## src/rtl/wrc_pkg.sv

```systemverilog
package wrc_pkg;

   // read-port selector codes
   typedef enum logic [1:0] {
      SEL_LATCHED = 2'd0,
      SEL_LIVE    = 2'd1,
      SEL_WINLEN  = 2'd2,
      SEL_NONE    = 2'd3
   } wrc_sel_e;

   function automatic int wrc_max(input int a, input int b);
      return (a > b) ? a : b;
   endfunction

endpackage

```

## src/rtl/wrc_edge_sync.sv

```systemverilog
module wrc_edge_sync #(
   parameter int SYNC_STAGES = 2
) (
   input  logic clk,
   input  logic rst_n,
   input  logic async_in,
   output logic rise_o
);

   generate
      if (SYNC_STAGES < 2) begin : g_bad_stages
         $error("wrc_edge_sync: SYNC_STAGES must be at least 2");
      end
   endgenerate

   logic [SYNC_STAGES-1:0] chain;
   logic                   prev_q;

   generate
      for (genvar g = 0; g < SYNC_STAGES; g++) begin : g_stage
         if (g == 0) begin : g_first
            always_ff @(posedge clk or negedge rst_n) begin
               if (!rst_n) chain[0] <= 1'b0;
               else        chain[0] <= async_in;
            end
         end else begin : g_next
            always_ff @(posedge clk or negedge rst_n) begin
               if (!rst_n) chain[g] <= 1'b0;
               else        chain[g] <= chain[g-1];
            end
         end
      end
   endgenerate

   always_ff @(posedge clk or negedge rst_n) begin
      if (!rst_n) prev_q <= 1'b0;
      else        prev_q <= chain[SYNC_STAGES-1];
   end

   assign rise_o = chain[SYNC_STAGES-1] & ~prev_q;

   // one detected edge per rising transition, never two cycles in a row
   p_rise_single_r2: assert property (@(posedge clk) disable iff (!rst_n)
      rise_o |=> !rise_o);

endmodule

```

## src/rtl/wrc_window_timer.sv

```systemverilog
module wrc_window_timer #(
   parameter int          WIN_W       = 32,
   parameter longint      DEFAULT_LEN = 100_000_000,
   parameter int          MIN_LEN     = 2
) (
   input  logic             clk,
   input  logic             rst_n,
   input  logic             cfg_we,
   input  logic [WIN_W-1:0] cfg_len,
   output logic [WIN_W-1:0] win_len_o,
   output logic             boundary_o
);

   localparam logic [WIN_W-1:0] LEN_RST = WIN_W'(DEFAULT_LEN);
   localparam logic [WIN_W-1:0] LEN_MIN = WIN_W'(MIN_LEN);

   generate
      if (MIN_LEN < 2) begin : g_bad_min
         $error("wrc_window_timer: MIN_LEN must be at least 2");
      end
      if (DEFAULT_LEN < longint'(MIN_LEN)) begin : g_bad_def
         $error("wrc_window_timer: DEFAULT_LEN below MIN_LEN");
      end
      if (WIN_W < 63 && DEFAULT_LEN >= (longint'(1) << WIN_W)) begin : g_bad_fit
         $error("wrc_window_timer: DEFAULT_LEN does not fit WIN_W");
      end
   endgenerate

   logic [WIN_W-1:0] len_q;
   logic [WIN_W-1:0] tick_q;
   logic             at_end;

   assign at_end     = (tick_q == len_q - WIN_W'(1));
   assign boundary_o = at_end && !cfg_we;
   assign win_len_o  = len_q;

   always_ff @(posedge clk or negedge rst_n) begin
      if (!rst_n) begin
         len_q  <= LEN_RST;
         tick_q <= '0;
      end else if (cfg_we) begin
         len_q  <= (cfg_len < LEN_MIN) ? LEN_MIN : cfg_len;
         tick_q <= '0;
      end else if (at_end) begin
         tick_q <= '0;
      end else begin
         tick_q <= tick_q + WIN_W'(1);
      end
   end

   // the cycle position always stays inside the programmed window
   p_tick_in_window_r4: assert property (@(posedge clk) disable iff (!rst_n)
      tick_q < len_q);
   // the stored length never drops below the floor
   p_len_floor_r8: assert property (@(posedge clk) disable iff (!rst_n)
      len_q >= LEN_MIN);

endmodule

```

## src/rtl/wrc_sat_counter.sv

```systemverilog
module wrc_sat_counter #(
   parameter int W = 32
) (
   input  logic         clk,
   input  logic         rst_n,
   input  logic         clear,
   input  logic         inc,
   output logic [W-1:0] count_o
);

   localparam logic [W-1:0] ALL_ONES = '1;

   generate
      if (W < 2) begin : g_bad_w
         $error("wrc_sat_counter: W must be at least 2");
      end
   endgenerate

   always_ff @(posedge clk or negedge rst_n) begin
      if (!rst_n)                          count_o <= '0;
      else if (clear)                      count_o <= inc ? W'(1) : '0;
      else if (inc && count_o != ALL_ONES) count_o <= count_o + W'(1);
   end

   // a full counter stays full until it is cleared
   p_saturate_r6: assert property (@(posedge clk) disable iff (!rst_n)
      (count_o == ALL_ONES && !clear) |=> count_o == ALL_ONES);
   // without a clear the count moves by at most one per cycle
   p_step_r1: assert property (@(posedge clk) disable iff (!rst_n)
      (!clear && count_o != ALL_ONES) |=>
         (count_o == $past(count_o) || count_o == $past(count_o) + W'(1)));

endmodule

```

## src/rtl/wheel_rate_counter.sv

```systemverilog
module wheel_rate_counter
   import wrc_pkg::*;
#(
   parameter  longint CLK_HZ      = 200_000_000,
   parameter  int     WINDOW_MS   = 500,
   parameter  int     COUNT_W     = 32,
   parameter  int     WIN_W       = 32,
   parameter  int     SYNC_STAGES = 2,
   parameter  int     MIN_WIN     = 2,
   localparam int     DATA_W      = wrc_max(COUNT_W, WIN_W)
) (
   input  logic              clk,
   input  logic              rst_n,
   input  logic              sensor_in,
   input  logic              cfg_we,
   input  logic [WIN_W-1:0]  cfg_len,
   input  logic              rd_en,
   input  logic [1:0]        rd_addr,
   output logic [DATA_W-1:0] rd_data,
   output logic              sample_ready
);

   localparam longint WIN_RST = (CLK_HZ / 1000) * longint'(WINDOW_MS);

   generate
      if (WINDOW_MS < 1) begin : g_bad_ms
         $error("wheel_rate_counter: WINDOW_MS must be positive");
      end
   endgenerate

   logic               rise;
   logic               boundary;
   logic [WIN_W-1:0]   win_len;
   logic [COUNT_W-1:0] live_cnt;
   logic [COUNT_W-1:0] held_cnt;
   logic               clr_run;
   wrc_sel_e           sel;

   wrc_edge_sync #(.SYNC_STAGES(SYNC_STAGES)) u_sync (
      .clk      (clk),
      .rst_n    (rst_n),
      .async_in (sensor_in),
      .rise_o   (rise)
   );

   wrc_window_timer #(
      .WIN_W       (WIN_W),
      .DEFAULT_LEN (WIN_RST),
      .MIN_LEN     (MIN_WIN)
   ) u_timer (
      .clk        (clk),
      .rst_n      (rst_n),
      .cfg_we     (cfg_we),
      .cfg_len    (cfg_len),
      .win_len_o  (win_len),
      .boundary_o (boundary)
   );

   assign clr_run = boundary | cfg_we;

   wrc_sat_counter #(.W(COUNT_W)) u_count (
      .clk     (clk),
      .rst_n   (rst_n),
      .clear   (clr_run),
      .inc     (rise),
      .count_o (live_cnt)
   );

   always_ff @(posedge clk or negedge rst_n) begin
      if (!rst_n)        held_cnt <= '0;
      else if (boundary) held_cnt <= live_cnt;
   end

   assign sel = wrc_sel_e'(rd_addr);

   always_ff @(posedge clk or negedge rst_n) begin
      if (!rst_n)                               sample_ready <= 1'b0;
      else if (boundary)                        sample_ready <= 1'b1;
      else if (rd_en && sel == SEL_LATCHED)     sample_ready <= 1'b0;
   end

   always_ff @(posedge clk or negedge rst_n) begin
      if (!rst_n) begin
         rd_data <= '0;
      end else if (rd_en) begin
         unique case (sel)
            SEL_LATCHED: rd_data <= DATA_W'(held_cnt);
            SEL_LIVE:    rd_data <= DATA_W'(live_cnt);
            SEL_WINLEN:  rd_data <= DATA_W'(win_len);
            default:     rd_data <= '0;
         endcase
      end
   end

   // the sample taken at a boundary is the count that closed the window
   p_latch_copy_r3: assert property (@(posedge clk) disable iff (!rst_n)
      boundary |=> held_cnt == $past(live_cnt));
   // after a boundary the running count holds only an edge from that cycle
   p_restart_count_r9: assert property (@(posedge clk) disable iff (!rst_n)
      boundary |=> live_cnt == COUNT_W'($past(rise)));
   // a boundary always leaves the ready flag set
   p_ready_set_r5: assert property (@(posedge clk) disable iff (!rst_n)
      boundary |=> sample_ready);
   // a length write keeps the previous sample
   p_write_keeps_sample_r7: assert property (@(posedge clk) disable iff (!rst_n)
      cfg_we |=> $stable(held_cnt));

endmodule

```

## config.mk

```make
export PLATFORM = sky130hd
export DESIGN_NAME = wheel_rate_counter
export DESIGN_NICKNAME = d
export VERILOG_FILES = /design/src/rtl/wrc_pkg.sv /design/src/rtl/wrc_edge_sync.sv /design/src/rtl/wrc_window_timer.sv /design/src/rtl/wrc_sat_counter.sv /design/src/rtl/wheel_rate_counter.sv
export SDC_FILE = /design/constraint.sdc
export NUM_CORES = 1
export LEC_CHECK = 0
export ABC_CLOCK_PERIOD_IN_PS = 8550
export BUFFER_PORTS_ARGS = -buffer_cell sky130_fd_sc_hd__buf_2
export CAP_MARGIN = 25
export CORE_ASPECT_RATIO = 0.75
export CORE_MARGIN = 2
export CORE_UTILIZATION = 45
export CTS_CLUSTER_DIAMETER = 100
export DETAILED_ROUTE_END_ITERATION = 8
export GPL_ROUTABILITY_DRIVEN = 0
export PLACE_DENSITY = 0.72
export SLEW_MARGIN = 20
export SYNTH_ARGS = -nofsm -noshare
export SYNTH_HDL_FRONTEND = slang
export SYNTH_SLANG_ARGS = --single-unit
```

## constraint.sdc

```tcl
create_clock -name clk -period 8.55 [get_ports clk]
set_clock_uncertainty 0.2 [all_clocks]
set_input_delay 2.1375 -clock clk [delete_from_list [all_inputs] [get_ports clk]]
set_output_delay 2.1375 -clock clk [all_outputs]
set_load 0.02 [all_outputs]
```

==> qor.yml, run 1 <==
final_layout:
  finalNonFillerCells: 1209
  num_antenna_cells: 0
  area_growth_pct: 12.64
  drive_above_1_share_pct: 19.77
  fillers: 1713
  nets: 985
  fin_util_pct: 51.54
critical_path:
  startpoint_type: "register"
  critical_path.max_fanout: 38
  path_class: "register to register"
  cp.required_ns: 8.71
  end_kind: "register"
  cp.arrival_ns: 4.63
logic_synthesis:
  syn_inst: 896
  ys_seq_elements: 164
  synthAdderAreaFrac_pct: 0.4245
  synth_compound_area_share_pct: 7.485
  synth_top_family_by_area: "simple AND/OR/NAND/NOR gates"
  synth_mux_area_share_pct: 13.07
  synth_xor_xnor_area_share_pct: 9.806
  ys_seq_area_share_pct: 46.58
  ys_warn_count: 0
  synthArstFlopShare_pct: 100.0
  synthFlopType: "dfrtp_1"
  avgSynthCellArea_sq_um: 9.869
  ys_types: 55
  yosysTopAreaCell: "dfrtp_1"
  synth-simple-area-share_pct: 19.39
  ys_top_cells_by_count: "nor2_1 (171), dfrtp_1 (152), a21oi_1 (74)"
  synth_area_sq_um: 8842
  synth_area_leaders: "dfrtp_1 (43%), nor2_1 (7.3%), xor2_1 (5.4%)"
  synth_edf_count: 0
  synth.most_common_cell: "nor2_1"
  syn_nets: 938
  synth_top_area_share_pct: 43.02
floorplanning:
  core_sq_um: 19320
  dieWidth_um: 165.9
  rows: 44
  floorplan.initialDensity_pct: 45.76
  die_h_um: 125.4
  die_area_sq_um: 20800
  ios: 72
run_status:
  outcome: "completed"
cts:
  cts.clk_slew.worst_paths_ns: 0.06
  cts_root_buffer: "clkbuf_16"
  cts_hold_buf: 0
  cts.repair.resized: 0
  clk_path_buf_depth: 2
  post_cts_buffers: 0
  cts_max_level: 4
  cts_sinks: 164
  clk_latency_ns: 0.43
  cts_tree: "built"
  cts_buffers: 17
hold_path:
  hp-class: "register to register"
sta:
  tightest_slew_ns: 0.9066
  holdWs_ns: 0.1521
  finalSetupViolCount: 0
  slew_viol_final: 0
  hold_violations: 0
  rsz0062_at_grt: "false"
  maxSlewHeadroom_pct: 39.56
  fin_setup_tns_ns: 0
  period_needed_ns: 4.472
  finalCritPeriodShare_pct: 52.31
  fmax_mhz: 223.6
flow_run:
  max_cap_viol_count: 0
global_route:
  grt_pass1_wl_mm: 35.87
  overflow: 0
  grt_pass1_vias: 6693
  grt_usage_pct: 21.86
  grt_start_max_net_pins: 100
  antenna_found_initial: 0
power:
  fin_total_pwr_mw: 1.829
  vdd_ir_drop_max_mv: 0.1352
  power_density_nw_per_um2: 183.6
  leakagePower_nw: 4.296
route:
  totalWireLength_mm: 21.99
  drc: 0
  drt_first_pass_iters: 5
  dr.first_iter.drc_count: 512
  vias: 6794
  routedWlPerCell_um: 18.19
  ant_nets: 0
  via_per_inst: 5.620
placement:
  dp_cells: 1173
  dp_hpwl_mm: 15.17
  port_buffers: 71
[cells in the final DEF (no fill, tap or decap), types with 25 or more instances in the layout]
cell type,instances
dfrtp_1,152
buf_2,70
mux2_4,29
xnor2_1,44
nand2_1,41
a21oi_1,74
nand4_1,25
nand3_1,32
mux2i_1,36
xor2_1,55
nor2_1,171
mux2_2,32
[worst max-delay path, stage by stage, from the launching register on]
cell	delay [ns]
dfrtp_1	0.45
inv_1	0.11
ha_1	0.32
nor2b_1	0.55
nand4_1	0.19
nor3_1	0.40
a311oi_1	0.17
a211oi_1	0.40
o2111ai_2	0.26
o31ai_4	0.62
buf_4	0.50
mux2i_1	0.22
[metal layers]
layer | wire, um | track usage (%)
met5 | 0 | 0
met4 | 468 | 7.621
met3 | 1244 | 4.400
met2 | 9571 | 32.98
met1 | 10710 | 31.52
[report_power, final]
part	total [mW]	internal [mW]	switching, mW
logic	0.198	0.0764	0.121
registers	0.861	0.813	0.0479
clock network	0.771	0.460	0.310
total	1.83	1.35	0.479
[sequential cells by signal (all words and copies together), names as in the netlist]
| signal | flops |
|---|---|
| u_count.count_o | 32 |
| held_cnt | 32 |
| u_timer.tick_q | 32 |
| rd_data | 32 |
| u_timer.win_len_o | 32 |
| u_sync.prev_q | 1 |
| u_sync.chain | 2 |
| sample_ready | 1 |
[cells by family (layout without fill, tap and decap cells)]
family                   count (synthesis)  after routing
AO/OA/AOI/OAI                          110            110
AND/OR/NAND/NOR                        357            357
buffers and inverters                   66            126
multiplexers                            97             97
XOR/XNOR                                99             99
adder cells (fa/ha/maj)                  3              3
flip-flops                             164            164
[metrics by stage]
step                      setup WS (ns)  area, sq um
after floorplan                   4.760         8842
after global placement            3.907         9323
after detailed placement          3.736         9323
after CTS                         3.704         9899
after global routing              3.796         9960
final                             4.078         9960
[path summary, 6_finish.rpt]
path,depth (start not counted),start,slack [ns],to
setup / recovery,11,u_timer.win_len_o[0],4.08,u_count.count_o[0]
hold / removal,0,u_sync.chain[0],0.15,u_sync.chain[1]
setup reg to reg,11,u_timer.win_len_o[0],4.08,u_count.count_o[0]
hold reg to reg,0,u_sync.chain[0],0.15,u_sync.chain[1]
max in group asynchronous,2,rst_n,5.18,rd_data[27]
min in group asynchronous,1,rst_n,1.59,rd_data[6]
[area by class of cell]
class | instances | area (sq um) | area share (%)
tap | 253 | 316.6 | 3.178
clock buffer | 24 | 451.7 | 4.535
multi-input combinational | 666 | 4439 | 44.57
sequential | 164 | 4119 | 41.36
clock inverter | 8 | 125.1 | 1.256
inverter | 15 | 56.30 | 0.5653
timing repair buffer | 79 | 451.7 | 4.535
No activity file was read; power rests on OpenSTA's default activity.
==> inputs of run 2 (changes only) <==
--- a/config.mk
+++ b/config.mk
@@ -5,7 +5,7 @@
 export SDC_FILE = /design/constraint.sdc
 export NUM_CORES = 1
 export LEC_CHECK = 0
-export ABC_CLOCK_PERIOD_IN_PS = 8550
+export ABC_CLOCK_PERIOD_IN_PS = 4350
 export BUFFER_PORTS_ARGS = -buffer_cell sky130_fd_sc_hd__buf_2
 export CAP_MARGIN = 25
 export CORE_ASPECT_RATIO = 0.75
==> constraint.sdc (replaced) <==
create_clock -name clk -period 4.35 [get_ports clk]
set_clock_uncertainty 0.2 [all_clocks]
set_input_delay 1.0875 -clock clk [delete_from_list [all_inputs] [get_ports clk]]
set_output_delay 1.0875 -clock clk [all_outputs]
set_load 0.02 [all_outputs]
==> qor.yml, run 2 (synthesis gave the netlist of run 1 again) <==
route:
  highest_layer: "met4"  # unchanged
  wl_met3_mm: 1.336  # was 1.244 mm
  vias: 6798  # was 6794
  wl_met1_mm: 10.76  # was 10.71 mm
  ant_nets: 0  # unchanged
  drc: 0  # unchanged
  drt_first_pass_iters: 5  # unchanged
  dr.first_iter.drc_count: 556  # was 512
  totalWireLength_mm: 21.90  # was 21.99 mm
  via_per_inst: 5.595  # was 5.620
  met2WireLength_mm: 9.397  # was 9.571 mm
  routedWlPerCell_um: 18.02  # was 18.19 um
cts:
  clk_latency_ns: 0.44  # was 0.43 ns
  cts_sinks: 164  # unchanged
  cts_buffers: 17  # unchanged
  cts.clk_slew.worst_paths_ns: 0.06  # about the same
  clk_path_buf_depth: 2  # unchanged
  cts.repair.resized: 0  # unchanged
  cts_tree: "built"  # unchanged
  cts_hold_buf: 0  # unchanged
  cts_max_level: 4  # unchanged
  cts_root_buffer: "clkbuf_16"  # unchanged
  post_cts_buffers: 0  # unchanged
critical_path:
  slowest_stage: "dfrtp_1"  # was o31ai_4
  cp.arrival_ns: 4.24  # was 4.63 ns
  cp.required_ns: 4.47  # was 8.71 ns
  critical_path.max_fanout: 33  # was 38
  critPathMaxStageDelay_ns: 0.50  # was 0.62 ns
  path_class: "register to register"  # unchanged
  startpoint_type: "register"  # unchanged
  end_kind: "register"  # unchanged
  path_cells: "inv_1 > ha_1 > or3b_2 > a2111oi_0 > a41o_1 > a21oi_1 > nor4_2 > o2111ai_2 > nor4_4 > buf_12 > mux2_2"  # was inv_1 > ha_1 > nor2b_1 > nand4_1 > nor3_1 > a311oi_1 > a211oi_1 > o2111ai_2 > o31ai_4 > buf_4 > mux2i_1
final_layout:
  final_common_cell: "nor2_1"  # unchanged
  finalNonFillerCells: 1215  # was 1209
  final_cell_mix: "nor2_1 (171), dfrtp_1 (152), a21oi_1 (74)"  # unchanged
  drive_above_1_share_pct: 21.00  # was 19.77%
  area_growth_pct: 14.02  # was 12.64%
  num_antenna_cells: 0  # unchanged
  nets: 991  # was 985
global_route:
  overflow: 0  # unchanged
  grt_pass1_wl_mm: 35.74  # was 35.87 mm
  grt_start_max_net_pins: 92  # was 100
  grt_usage_pct: 21.62  # was 21.86%
  antenna_found_initial: 0  # unchanged
  grt_pass1_vias: 6590  # was 6693
power:
  vdd_ir_drop_max_mv: 0.2849  # was 0.1352 mV
  power_density_nw_per_um2: 367.8  # was 183.6 nW/um^2
  leakagePower_nw: 4.353  # was 4.296 nW
sta:
  rsz0062_at_grt: "false"  # unchanged
  slew_viol_final: 0  # unchanged
  fin_setup_tns_ns: 0  # unchanged
  period_needed_ns: 4.123  # was 4.472 ns
  tightest_slew_ns: 1.029  # was 0.9066 ns
  hold_violations: 0  # unchanged
  finalSetupViolCount: 0  # unchanged
  fmax_mhz: 242.6  # was 223.6 MHz
  finalCritPeriodShare_pct: 94.77  # was 52.31%
  maxSlewHeadroom_pct: 30.75  # was 39.56%
floorplanning:
  floorplan.initialDensity_pct: 45.76  # unchanged
  core_sq_um: 19320  # unchanged
  ios: 72  # unchanged
  rows: 44  # unchanged
  die_h_um: 125.4  # unchanged
  dieWidth_um: 165.9  # unchanged
  die_area_sq_um: 20800  # unchanged
run_status:
  outcome: "completed"  # unchanged
placement:
  port_buffers: 71  # unchanged
  dp_hpwl_mm: 15.32  # was 15.17 mm
  dp_cells: 1182  # was 1173
flow_run:
  max_cap_viol_count: 0  # unchanged
hold_path:
  hp-class: "register to register"  # unchanged
-- run 2: final cells by class --
type	instances	area, sq um
sequential	164	4119
clock buffer	18	429.2
clock inverter	14	198.9
multi-input combinational	666	4446
timing repair buffer	85	516.7
fill	1741	9241
tap	253	316.6
inverter	15	56.30
-- run 2: power by group --
part	total (mW)	switching (mW)	internal [mW]
clock network	1.62	0.653	0.969
registers	1.69	0.0900	1.60
logic	0.399	0.243	0.156
total	3.71	0.986	2.72
-- run 2: worst max-delay path: cells and delay by family (launching register included) --
family / cells / cell delay [ns]
and+or+nand+nor: 3 / 1.23
AOI/OAI and AO/OA: 4 / 0.99
DFF: 1 / 0.50
buffers and inverters: 2 / 0.41
muxes: 1 / 0.37
adders and majority gates: 1 / 0.30
-- run 2: per-layer routing --
| metal | up-vias | global-route usage, % |
|---|---|---|
| li1 | 3214 | - |
| met1 | 3355 | 31.95 |
| met2 | 203 | 31.07 |
| met3 | 26 | 6.015 |
| met4 | 0 | 6.138 |
| met5 | - | 0 |
-- run 2: final timing paths --
check                                      from               endpoint  slack (ns)  cells past startpoint
setup / recovery           u_timer.win_len_o[0]           held_cnt[17]        0.23                     11
hold / removal                  u_sync.chain[0]        u_sync.chain[1]        0.16                      0
hold reg to reg                 u_sync.chain[0]        u_sync.chain[1]        0.16                      0
setup reg to reg           u_timer.win_len_o[0]           held_cnt[17]        0.23                     11
max in group asynchronous                 rst_n  u_timer.win_len_o[26]        2.47                      2
min in group asynchronous                 rst_n             rd_data[6]        0.54                      1
-- run 2: stage by stage --
stage / total power, mW / instance area, sq um / worst slack, ns / hold slack [ns] / utilization (%)
finish: 3.708 / 10080 / 0.2274 / 0.1591 / 52.18
detailed placement: 2.108 / 9428 / 0.1766 / 0.1449 / 48.79
floorplan: 1.941 / 8842 / 0.5604 / 0.1312 / -
CTS: 3.726 / 10060 / 0.1601 / 0.1649 / 52.04
global placement: 2.102 / 9428 / 0.3105 / 0.1370 / 48.79
global route: 3.849 / 10080 / 0.007387 / 0.1738 / 52.18
